==> src/rtl/pll_core_pkg.sv <==
package pll_core_pkg;
  typedef enum logic [1:0] {
    TSEL_LOCK  = 2'b00,
    TSEL_REF   = 2'b01,
    TSEL_FBH   = 2'b10,
    TSEL_LOCKB = 2'b11
  } tsel_e;

  function automatic int max3(input int a, input int b, input int c);
    int m;
    m = (a > b) ? a : b;
    return (m > c) ? m : c;
  endfunction
endpackage

==> src/rtl/pll_ref_div.sv <==
module pll_ref_div #(
  parameter int REF_A = 512,
  parameter int REF_B = 640,
  parameter int REF_C = 1024
) (
  input  logic       clk,
  input  logic       rst,
  input  logic [1:0] ref_sel,
  output logic       ref_pulse
);
  localparam int RMAX = pll_core_pkg::max3(REF_A, REF_B, REF_C);
  localparam int CW   = $clog2(RMAX + 1);

  logic [CW-1:0] cnt;
  logic [CW-1:0] ratio;

  always_comb begin
    unique case (ref_sel)
      2'b00:   ratio = CW'(REF_A);
      2'b01:   ratio = CW'(REF_B);
      default: ratio = CW'(REF_C);
    endcase
  end

  always_ff @(posedge clk) begin
    if (rst) begin
      cnt       <= ratio - 1'b1;
      ref_pulse <= 1'b0;
    end else begin
      ref_pulse <= (cnt == '0);
      if (cnt == '0) cnt <= ratio - 1'b1;
      else           cnt <= cnt - 1'b1;
    end
  end

  AST_REF_PULSE_SPACED: assert property (@(posedge clk) disable iff (rst)
    ref_pulse |=> !ref_pulse);
endmodule

==> src/rtl/pll_fb_div.sv <==
module pll_fb_div #(
  parameter int PRESCALE = 8,
  parameter int DIV_W    = 15
) (
  input  logic             clk,
  input  logic             rst,
  input  logic             vco_tick,
  input  logic [DIV_W-1:0] div_val,
  output logic             fb_pulse
);
  localparam int PW = (PRESCALE > 1) ? $clog2(PRESCALE) : 1;

  logic [PW-1:0]    pre_cnt;
  logic             pre_pulse;
  logic [DIV_W-1:0] cnt;
  logic [DIV_W-1:0] n_eff;

  assign n_eff     = (div_val < DIV_W'(2)) ? DIV_W'(2) : div_val;
  assign pre_pulse = vco_tick && (pre_cnt == PW'(PRESCALE - 1));

  always_ff @(posedge clk) begin
    if (rst) begin
      pre_cnt <= '0;
    end else if (vco_tick) begin
      if (pre_cnt == PW'(PRESCALE - 1)) pre_cnt <= '0;
      else                              pre_cnt <= pre_cnt + 1'b1;
    end
  end

  always_ff @(posedge clk) begin
    if (rst) begin
      cnt      <= n_eff - 1'b1;
      fb_pulse <= 1'b0;
    end else begin
      fb_pulse <= pre_pulse && (cnt == '0);
      if (pre_pulse) begin
        if (cnt == '0) cnt <= n_eff - 1'b1;
        else           cnt <= cnt - 1'b1;
      end
    end
  end

  AST_FB_PULSE_SPACED: assert property (@(posedge clk) disable iff (rst)
    fb_pulse |=> !fb_pulse);
endmodule

==> src/rtl/pll_pfd.sv <==
module pll_pfd (
  input  logic clk,
  input  logic rst,
  input  logic ref_pulse,
  input  logic fb_pulse,
  output logic up,
  output logic dn
);
  logic both;
  assign both = up && dn;

  always_ff @(posedge clk) begin
    if (rst) begin
      up <= 1'b0;
      dn <= 1'b0;
    end else if (both) begin
      up <= ref_pulse;
      dn <= fb_pulse;
    end else begin
      up <= up | ref_pulse;
      dn <= dn | fb_pulse;
    end
  end

  AST_PFD_NO_OVERLAP: assert property (@(posedge clk) disable iff (rst)
    (up && dn) |=> !(up && dn));
  AST_UP_NEEDS_REF: assert property (@(posedge clk) disable iff (rst)
    $rose(up) |-> $past(ref_pulse));
endmodule

==> src/rtl/pll_lock_det.sv <==
module pll_lock_det #(
  parameter int LOCK_CNT = 4,
  parameter int LOCK_WIN = 4
) (
  input  logic clk,
  input  logic rst,
  input  logic clr,
  input  logic up,
  input  logic dn,
  output logic locked
);
  localparam int EW = $clog2(LOCK_WIN + 2);
  localparam int GW = $clog2(LOCK_CNT + 1);

  logic [EW-1:0] err;
  logic [GW-1:0] good;

  always_ff @(posedge clk) begin
    if (rst || clr) begin
      err    <= '0;
      good   <= '0;
      locked <= 1'b0;
    end else if (up && dn) begin
      err <= '0;
      if (err <= EW'(LOCK_WIN)) begin
        if (good >= GW'(LOCK_CNT - 1)) begin
          good   <= GW'(LOCK_CNT);
          locked <= 1'b1;
        end else begin
          good <= good + 1'b1;
        end
      end else begin
        good   <= '0;
        locked <= 1'b0;
      end
    end else if (up ^ dn) begin
      if (err != EW'(LOCK_WIN + 1)) err <= err + 1'b1;
      if (err >= EW'(LOCK_WIN)) begin
        good   <= '0;
        locked <= 1'b0;
      end
    end
  end

  AST_LOCK_AFTER_COMPARE: assert property (@(posedge clk) disable iff (rst)
    $rose(locked) |-> $past(up && dn));
  AST_CLEAR_DROPS_LOCK: assert property (@(posedge clk) disable iff (rst)
    clr |=> !locked);
endmodule

==> src/rtl/pll_synth_core.sv <==
module pll_synth_core #(
  parameter int REF_A    = 512,
  parameter int REF_B    = 640,
  parameter int REF_C    = 1024,
  parameter int PRESCALE = 8,
  parameter int DIV_W    = 15,
  parameter int LOCK_CNT = 4,
  parameter int LOCK_WIN = 4
) (
  input  logic             clk,
  input  logic             rst,
  input  logic             vco_tick,
  input  logic [1:0]       ref_sel,
  input  logic [DIV_W-1:0] div_val,
  input  logic             cp_hi_req,
  input  logic             auto_en,
  input  logic [1:0]       test_sel,
  output logic             pump_up,
  output logic             pump_dn,
  output logic             cp_hi,
  output logic             auto_active,
  output logic             lock_flag,
  output logic             test_out
);
  import pll_core_pkg::*;

  logic             ref_pulse, fb_pulse, locked, cfg_chg, fb_half;
  logic [1:0]       prev_sel;
  logic [DIV_W-1:0] prev_div;

  pll_ref_div #(.REF_A(REF_A), .REF_B(REF_B), .REF_C(REF_C)) u_ref (
    .clk(clk), .rst(rst), .ref_sel(ref_sel), .ref_pulse(ref_pulse));

  pll_fb_div #(.PRESCALE(PRESCALE), .DIV_W(DIV_W)) u_fb (
    .clk(clk), .rst(rst), .vco_tick(vco_tick), .div_val(div_val),
    .fb_pulse(fb_pulse));

  pll_pfd u_pfd (
    .clk(clk), .rst(rst), .ref_pulse(ref_pulse), .fb_pulse(fb_pulse),
    .up(pump_up), .dn(pump_dn));

  pll_lock_det #(.LOCK_CNT(LOCK_CNT), .LOCK_WIN(LOCK_WIN)) u_lock (
    .clk(clk), .rst(rst), .clr(cfg_chg), .up(pump_up), .dn(pump_dn),
    .locked(locked));

  assign cfg_chg = (ref_sel != prev_sel) || (div_val != prev_div);

  always_ff @(posedge clk) begin
    if (rst) begin
      prev_sel    <= ref_sel;
      prev_div    <= div_val;
      fb_half     <= 1'b0;
      cp_hi       <= 1'b0;
      auto_active <= 1'b0;
      lock_flag   <= 1'b0;
      test_out    <= 1'b1;
    end else begin
      prev_sel    <= ref_sel;
      prev_div    <= div_val;
      if (fb_pulse) fb_half <= ~fb_half;
      auto_active <= auto_en && locked;
      cp_hi       <= cp_hi_req && !(auto_en && locked);
      lock_flag   <= locked;
      unique case (tsel_e'(test_sel))
        TSEL_REF: test_out <= ref_pulse;
        TSEL_FBH: test_out <= fb_half ^ fb_pulse;
        default:  test_out <= ~locked;
      endcase
    end
  end

  AST_AUTO_FORCES_LOW: assert property (@(posedge clk) disable iff (rst)
    auto_active |-> !cp_hi);
  AST_LOCK_PIN_POLARITY: assert property (@(posedge clk) disable iff (rst)
    ($past(test_sel) == 2'b00 || $past(test_sel) == 2'b11)
      |-> (test_out != lock_flag));
endmodule

==> config.mk <==
export PLATFORM = sky130hd
export DESIGN_NAME = pll_synth_core
export DESIGN_NICKNAME = d
export VERILOG_FILES = /design/src/rtl/pll_core_pkg.sv /design/src/rtl/pll_ref_div.sv /design/src/rtl/pll_fb_div.sv /design/src/rtl/pll_pfd.sv /design/src/rtl/pll_lock_det.sv /design/src/rtl/pll_synth_core.sv
export SDC_FILE = /design/constraint.sdc
export NUM_CORES = 1
export LEC_CHECK = 0
export ABC_AREA = 1
export BUFFER_PORTS_ARGS = -buffer_cell sky130_fd_sc_hd__buf_2
export CAP_MARGIN = 25
export CELL_PAD_IN_SITES_DETAIL_PLACEMENT = 0
export CELL_PAD_IN_SITES_GLOBAL_PLACEMENT = 1
export CORE_MARGIN = 2
export CORE_UTILIZATION = 40
export DETAILED_ROUTE_END_ITERATION = 7
export PLACE_DENSITY = 0.76
export SLEW_MARGIN = 20
export SYNTH_ARGS = -nofsm -noshare
export SYNTH_HDL_FRONTEND = slang
export SYNTH_HIERARCHICAL = 1
export SYNTH_SLANG_ARGS = --single-unit
==> constraint.sdc <==
create_clock -name clk -period 1.78 [get_ports clk]
set_input_delay 0.089 -clock clk [delete_from_list [all_inputs] [get_ports clk]]
set_output_delay 0.089 -clock clk [all_outputs]
set_load 0.01 [all_outputs]
**Word level (Yosys, flattened, before mapping)**

Index checks and enable logic that the tools add are counted.

- Add/sub/neg operators: 7
- Multiply operators: 0
- Div/mod/pow operators: 0
- Order comparisons: 4
- Equal/unequal tests: 8
- Shift-type cells: 0
- Muxes and demuxes: 21
- Bitwise gates (word level): 6
- Reductions and logical operators: 18

Operator list:

| kind | number |
|---|---|
| $mux 15 | 4 |
| $sub 15x1->15 const B | 2 |
| $mux 11 | 2 |
| $pmux 11 s2 | 1 |
| $sub 11x1->11 const B | 2 |
| $mux 3 | 6 |
| $logic_not 15->1 | 1 |
| $lt 15x2->1 const B | 1 |
| $ne 15x15->1 | 1 |
| $logic_not 11->1 | 1 |
| $add 3x1->3 const B | 3 |
| $mux 1 | 7 |
| $ne 3x3->1 const B | 2 |
| $reduce_bool 2->1 | 3 |
| $logic_and 1x1->1 | 5 |
| $eq 2x1->1 const B | 2 |
| $reduce_and 2->1 | 2 |
| $eq 3x3->1 const B | 1 |
| $ge 3x2->1 const B | 1 |
| $ge 3x3->1 const B | 1 |
| $le 3x3->1 const B | 1 |
| $reduce_and 3->1 | 1 |
| $eq 2x2->1 const B | 1 |
| $logic_not 2->1 | 1 |
| other kinds (8) | 12 |

- Bits in registers: 62
- Latch bits: 0
- Bits in writable memories: 0
- Memory bits (read-only): 0
- Bits of input ports: 24
- Word-level logic and storage cells: 81
- Memories: 0

**Longest topological paths before layout**

- Depth after elaboration: 6
- Depth in mapped cells: 14
- Mapped depth without buffers: 14

**Modules after synthesis**

The synthesis kept the hierarchy.

Modules (own cells, without submodules):

| module | instances | cells an instance | area each (um^2) | sequential area each (um^2) |
|---|---|---|---|---|
| pll_fb_div | 1 | 208 | 1572.8 | 530.5 |
| pll_synth_core | 1 | 111 | 835.8 | 440.4 |
| pll_ref_div | 1 | 94 | 661.9 | 240.2 |
| pll_lock_det | 1 | 61 | 459.2 | 140.1 |
| pll_pfd | 1 | 10 | 72.6 | 40.0 |

**Worst setup path before layout**

No wires, ideal clock.

- Path type: input to register
- Start point: input div_val[12]
- End point: register u_fb.cnt[12] (data pin)
- Arrival: 1497 ps
- Required time: 1524 ps
- Setup slack: 27 ps
- Cell stages on the path: 13
- Path through: nor2_1 nand2_1 nor2_2 nand2_4 nand2_2 ha_1 nand2_1 nor3_4 nand2_2 nor2_2 nand2_1 xor2_1 o21ai_1

- Cells in the longest elaborated chain, start to end: 6

RTL lines:

| item | RTL line | source |
|---|---|---|
| start: declaration | pll_synth_core.sv:14 | `input logic [DIV_W-1:0] div_val,` |
| $lt 15x2->1 | pll_fb_div.sv:18 | `assign n_eff = (div_val < DIV_W'(2)) ? DIV_W'(2) : div_val;` |
| $mux 15 * | pll_fb_div.sv:18 |  |
| $sub 15x1->15 * | pll_fb_div.sv:32, pll_fb_div.sv:37 |  |
| $mux 15 | pll_fb_div.sv:37 | `if (cnt == '0) cnt <= n_eff - 1'b1;` |
| $mux 15 | pll_fb_div.sv:36 | `if (pre_pulse) begin` |
| $mux 15 * | pll_fb_div.sv:31 | `if (rst) begin` |
| end signal: assignment | pll_fb_div.sv:32 | `cnt <= n_eff - 1'b1;` |
| end signal: assignment | pll_fb_div.sv:37 |  |
| end signal: assignment | pll_fb_div.sv:38 | `else cnt <= cnt - 1'b1;` |
| end: declaration | pll_fb_div.sv:15 | `logic [DIV_W-1:0] cnt;` |

Mark *: on every way between the ends. The rest lies on a longest branch, timed or not. The select of a mux whose other input is x is not followed.
A chain may end at the register's enable or synchronous reset.

**Worst setup path after layout**

- Start point: register u_fb.cnt[2]
- End point: register u_fb.cnt[8] (data pin)

- Cells in the longest elaborated chain, start to end: 4
- Elaborated cells on any way between the ends: 5
- Classes of those cells: add/sub (1); mux (3); reduce/logical (1)

RTL lines:

| item | RTL line |
|---|---|
| $sub 15x1->15 / $logic_not 15->1 (equally long branches) | pll_fb_div.sv:38, pll_fb_div.sv:37 |
| $mux 15 * | pll_fb_div.sv:37 |
| $mux 15 * | pll_fb_div.sv:36 |
| $mux 15 * | pll_fb_div.sv:31 |

Marked as above.

==> key figures <==
Hold path
  • Worst hold path type: input port to flop

Critical path
  • CP required: 1.87 ns
  • Crit path arrival time: 1.81 ns
  • CP Max Fanout: 15
  • CP endpoint kind: flop
  • Reg-to-Reg End: u_fb/cnt[8]
  • Critical path class: flop to flop
  • Worst setup path start: u_fb/cnt[2]
  • Setup crit end: u_fb/cnt[8]
  • R2R depth: 9
  • Worst R2R Start: u_fb/cnt[2]
  • Crit path launch type: flop
  • Reg-to-reg slack, setup: 0.06 ns

Cells and area
  • Post-layout nets: 618
  • Commonest non-fill, non-tap cell in the layout: nand2_1
  • ANT cells: 0
  • Area Growth Syn to Fin: 28.73%
  • Most frequent cells in the layout: nand2_1, inv_1, nor2_1
  • Fin util: 0.5317
  • Post-route insts no fill: 692
  • Layout cell share with drive strength beyond 1: 0.2500

Drt
  • Iter 0 DRT Violations: 96
  • Final wirelength: 7499 µm
  • Post-route ant nets: 0
  • Drt pass-1 iters: 4
  • Vias per inst: 4.491
  • Via Count: 3108
  • Wire per inst: 10.84 µm
  • # DRC: 0

Synth
  • Synthesis Warnings: 6
  • Post-Syn Area: 0.003602 mm²
  • Syn Area/Cell: 7.443 µm²
  • Area contributors post-synth: dfxtp_1, edfxtp_1, nand2_1
  • Main combinational cell family by area after synthesis: simple AND/OR/NAND/NOR gates
  • Synthesized net count: 523
  • Synth area leader: dfxtp_1
  • EDFF count, synth: 15
  • Yosys top cell area share: 0.2612
  • Mux share of post-synthesis cell area: 0.005557
  • Post-synthesis compound-gate area fraction: 0.05940
  • FF+latch count, synth: 62
  • Main flop type after synthesis: dfxtp_1
  • Asr flop ratio synth: 0
  • Post-Synth XOR/XNOR Area: 0.05349
  • Post-synthesis sequential area ratio: 0.3862
  • Cells after Synth: 484
  • Count of cell types in the netlist: 32
  • Simple-gate share of the synthesized area: 0.3425
  • Post-synthesis adder-cell area fraction: 0.05210

Floorplanning
  • Die width: 98.90 µm
  • Io pins: 30
  • CORE AREA: 0.008721 mm²
  • Core Rows: 34
  • Die height: 98.90 µm
  • Initial Utilization: 0.4131
  • Die ar.: 0.009780 mm²

Clock tree
  • Clk sinks: 62
  • Worst-path clk slew: 0.07 ns
  • H-Tree Depth: 3
  • Clock root buffer: clkbuf_8
  • Clock tree buffer depth: 2
  • Clock Latency Late Sink: 0.34 ns
  • CTS tree: done
  • CTS buffer count: 9

Placed design
  • # port buffers: 29
  • Place WS: -0.2860 ns
  • Routability congestion estimate: 0.7700
  • Placed cells: 651
  • DP HPWL: 5477 µm

Timing
  • Worst Skew: 0.007953 ns
  • Unrepaired setup endpoints after global routing: yes
  • Worst-margin pin slew: 0.3968 ns
  • Fmax: 580.8 MHz
  • # setup viols final: 0
  • Hold Violations, Final: 0
  • Post-route clock period utilization: 0.9673
  • Relative slew margins: 0.7330
  • Max-slew violation count: 0
  • Slack of the critical path: 0.05820 ns
  • Final hold slack: 0.01619 ns
  • Min Clock Period, post-route: 1.722 ns

Flow run
  • # Max-Cap Violations: 0

Run status
  • Status: complete, no violations

Global route
  • Initial antenna violation count: 0
  • Largest net degree at the start of global routing: 17
  • First-pass GRT wire length: 12940 µm
  • GRT Residual Overflow: 0
  • GRT Total Usage: 0.1612
  • Vias in the first global route: 3038

Pwr
  • Peak supply drop: 355.4 µV
  • Total power: 0.003437 W
  • PD cells: 741.2 mW/mm²
  • P_leak: 2.224 nW
## critical path, stage by stage, from the launching register on
cell	delay (ns)
edfxtp_1	0.43
buf_6	0.15
nor2_4	0.10
nand4_4	0.10
nor2_4	0.16
nand3b_4	0.15
nand2_8	0.14
inv_8	0.07
o21ai_2	0.13
inv_1	0.04
## where the power goes
part           internal (W)  switching (W)  leakage (nW)  total, W
combinational      0.000225       0.000252          1.57  0.000477
sequential          0.00152      0.0000438         0.534   0.00156
clock              0.000846       0.000551         0.118   0.00140
total               0.00259       0.000846          2.22   0.00344
## state kept, by name, summed over array words and instances, names as in the netlist
register	count
prev_div	15
u_fb/cnt	15
u_ref/cnt	11
u_fb/pre_cnt	3
u_lock/err	3
u_lock/good	3
prev_sel	2
auto_active	1
cp_hi	1
fb_half	1
lock_flag	1
test_out	1
u_fb/fb_pulse	1
u_lock/locked	1
u_pfd/dn	1
u_pfd/up	1
u_ref/ref_pulse	1
## layout make-up
class	instances	area, µm²
fillers	850	4084
multi-input cells	331	1923
flip-flops and latches	62	1391
repair buffers	85	613.1
inverters	90	345.3
clock buffers	14	193.9
well taps	108	135.1
clock inverters	2	35.03
## cells by family (layout without fill, tap and decap cells)
kind of cell               Yosys count  after routing
buffers and inverters               92            191
DFF                                 62             62
adders and majority gates           15             15
and+or+nand+nor                    252            253
xor gates and xnor gates            22             22
AOI/OAI and AO/OA                   39             39
muxes                                2              2
## metrics by stage
| stage | instance area, µm² | setup TNS (ns) |
|---|---|---|
| 2_1_floorplan | 3602 | 0 |
| 3_3_place_gp | 4100 | -0.5763 |
| 3_5_place_dp | 4100 | -1.031 |
| 4_1_cts | 4498 | 0 |
| 5_1_grt | 4637 | -0.1295 |
| 6_report | 4637 | 0 |
## how the worst min path moves through the flow
stage                        endpoint  slack (ns)  cells past startpoint  startpoint
final                     prev_div[2]        0.02                      2  div_val[2]
after floorplan           prev_div[0]        0.12                      0  div_val[0]
after global routing      prev_div[2]        0.02                      2  div_val[2]
after CTS                 prev_div[2]       0.007                      2  div_val[2]
after global placement    prev_sel[1]        0.24                      1  ref_sel[1]
after detailed placement  prev_sel[1]        0.25                      1  ref_sel[1]
## routing by layer
metal / vias up / part of all wire / GRT usage
met3: 7 / 0.037 / 0.02908
met5: - / 0 / 0
li1: 1690 / - / -
met1: 1362 / 0.47 / 0.1934
met2: 49 / 0.48 / 0.2848
met4: 0 / 0.013 / 0.06322
## cells in the mapped netlist, types with 2 or more instances
library cell,n
inv_2,3
xor2_1,6
o211ai_1,2
nand3_2,4
dfxtp_1,47
nand3b_1,2
nand2_2,9
edfxtp_1,15
o21ai_1,7
a21boi_1,2
xnor2_1,16
buf_6,2
nand3_1,30
ha_1,15
mux2i_1,2
nor3_4,2
o21ai_0,17
nand2_4,2
a21oi_1,9
inv_1,86
nand4_1,2
nor2_4,11
nor2_2,12
nand2_1,117
nor2_1,57
## timing repair
item,CTS,global route
setup buffers,0,8
pin swaps,0,7
resized for setup,1,24
hold buffers,16,0
cloned,0,1
hold endpoints to repair,16,0
endpoints found under the setup margin,3,18
No activity file was read; power rests on OpenSTA's default activity.
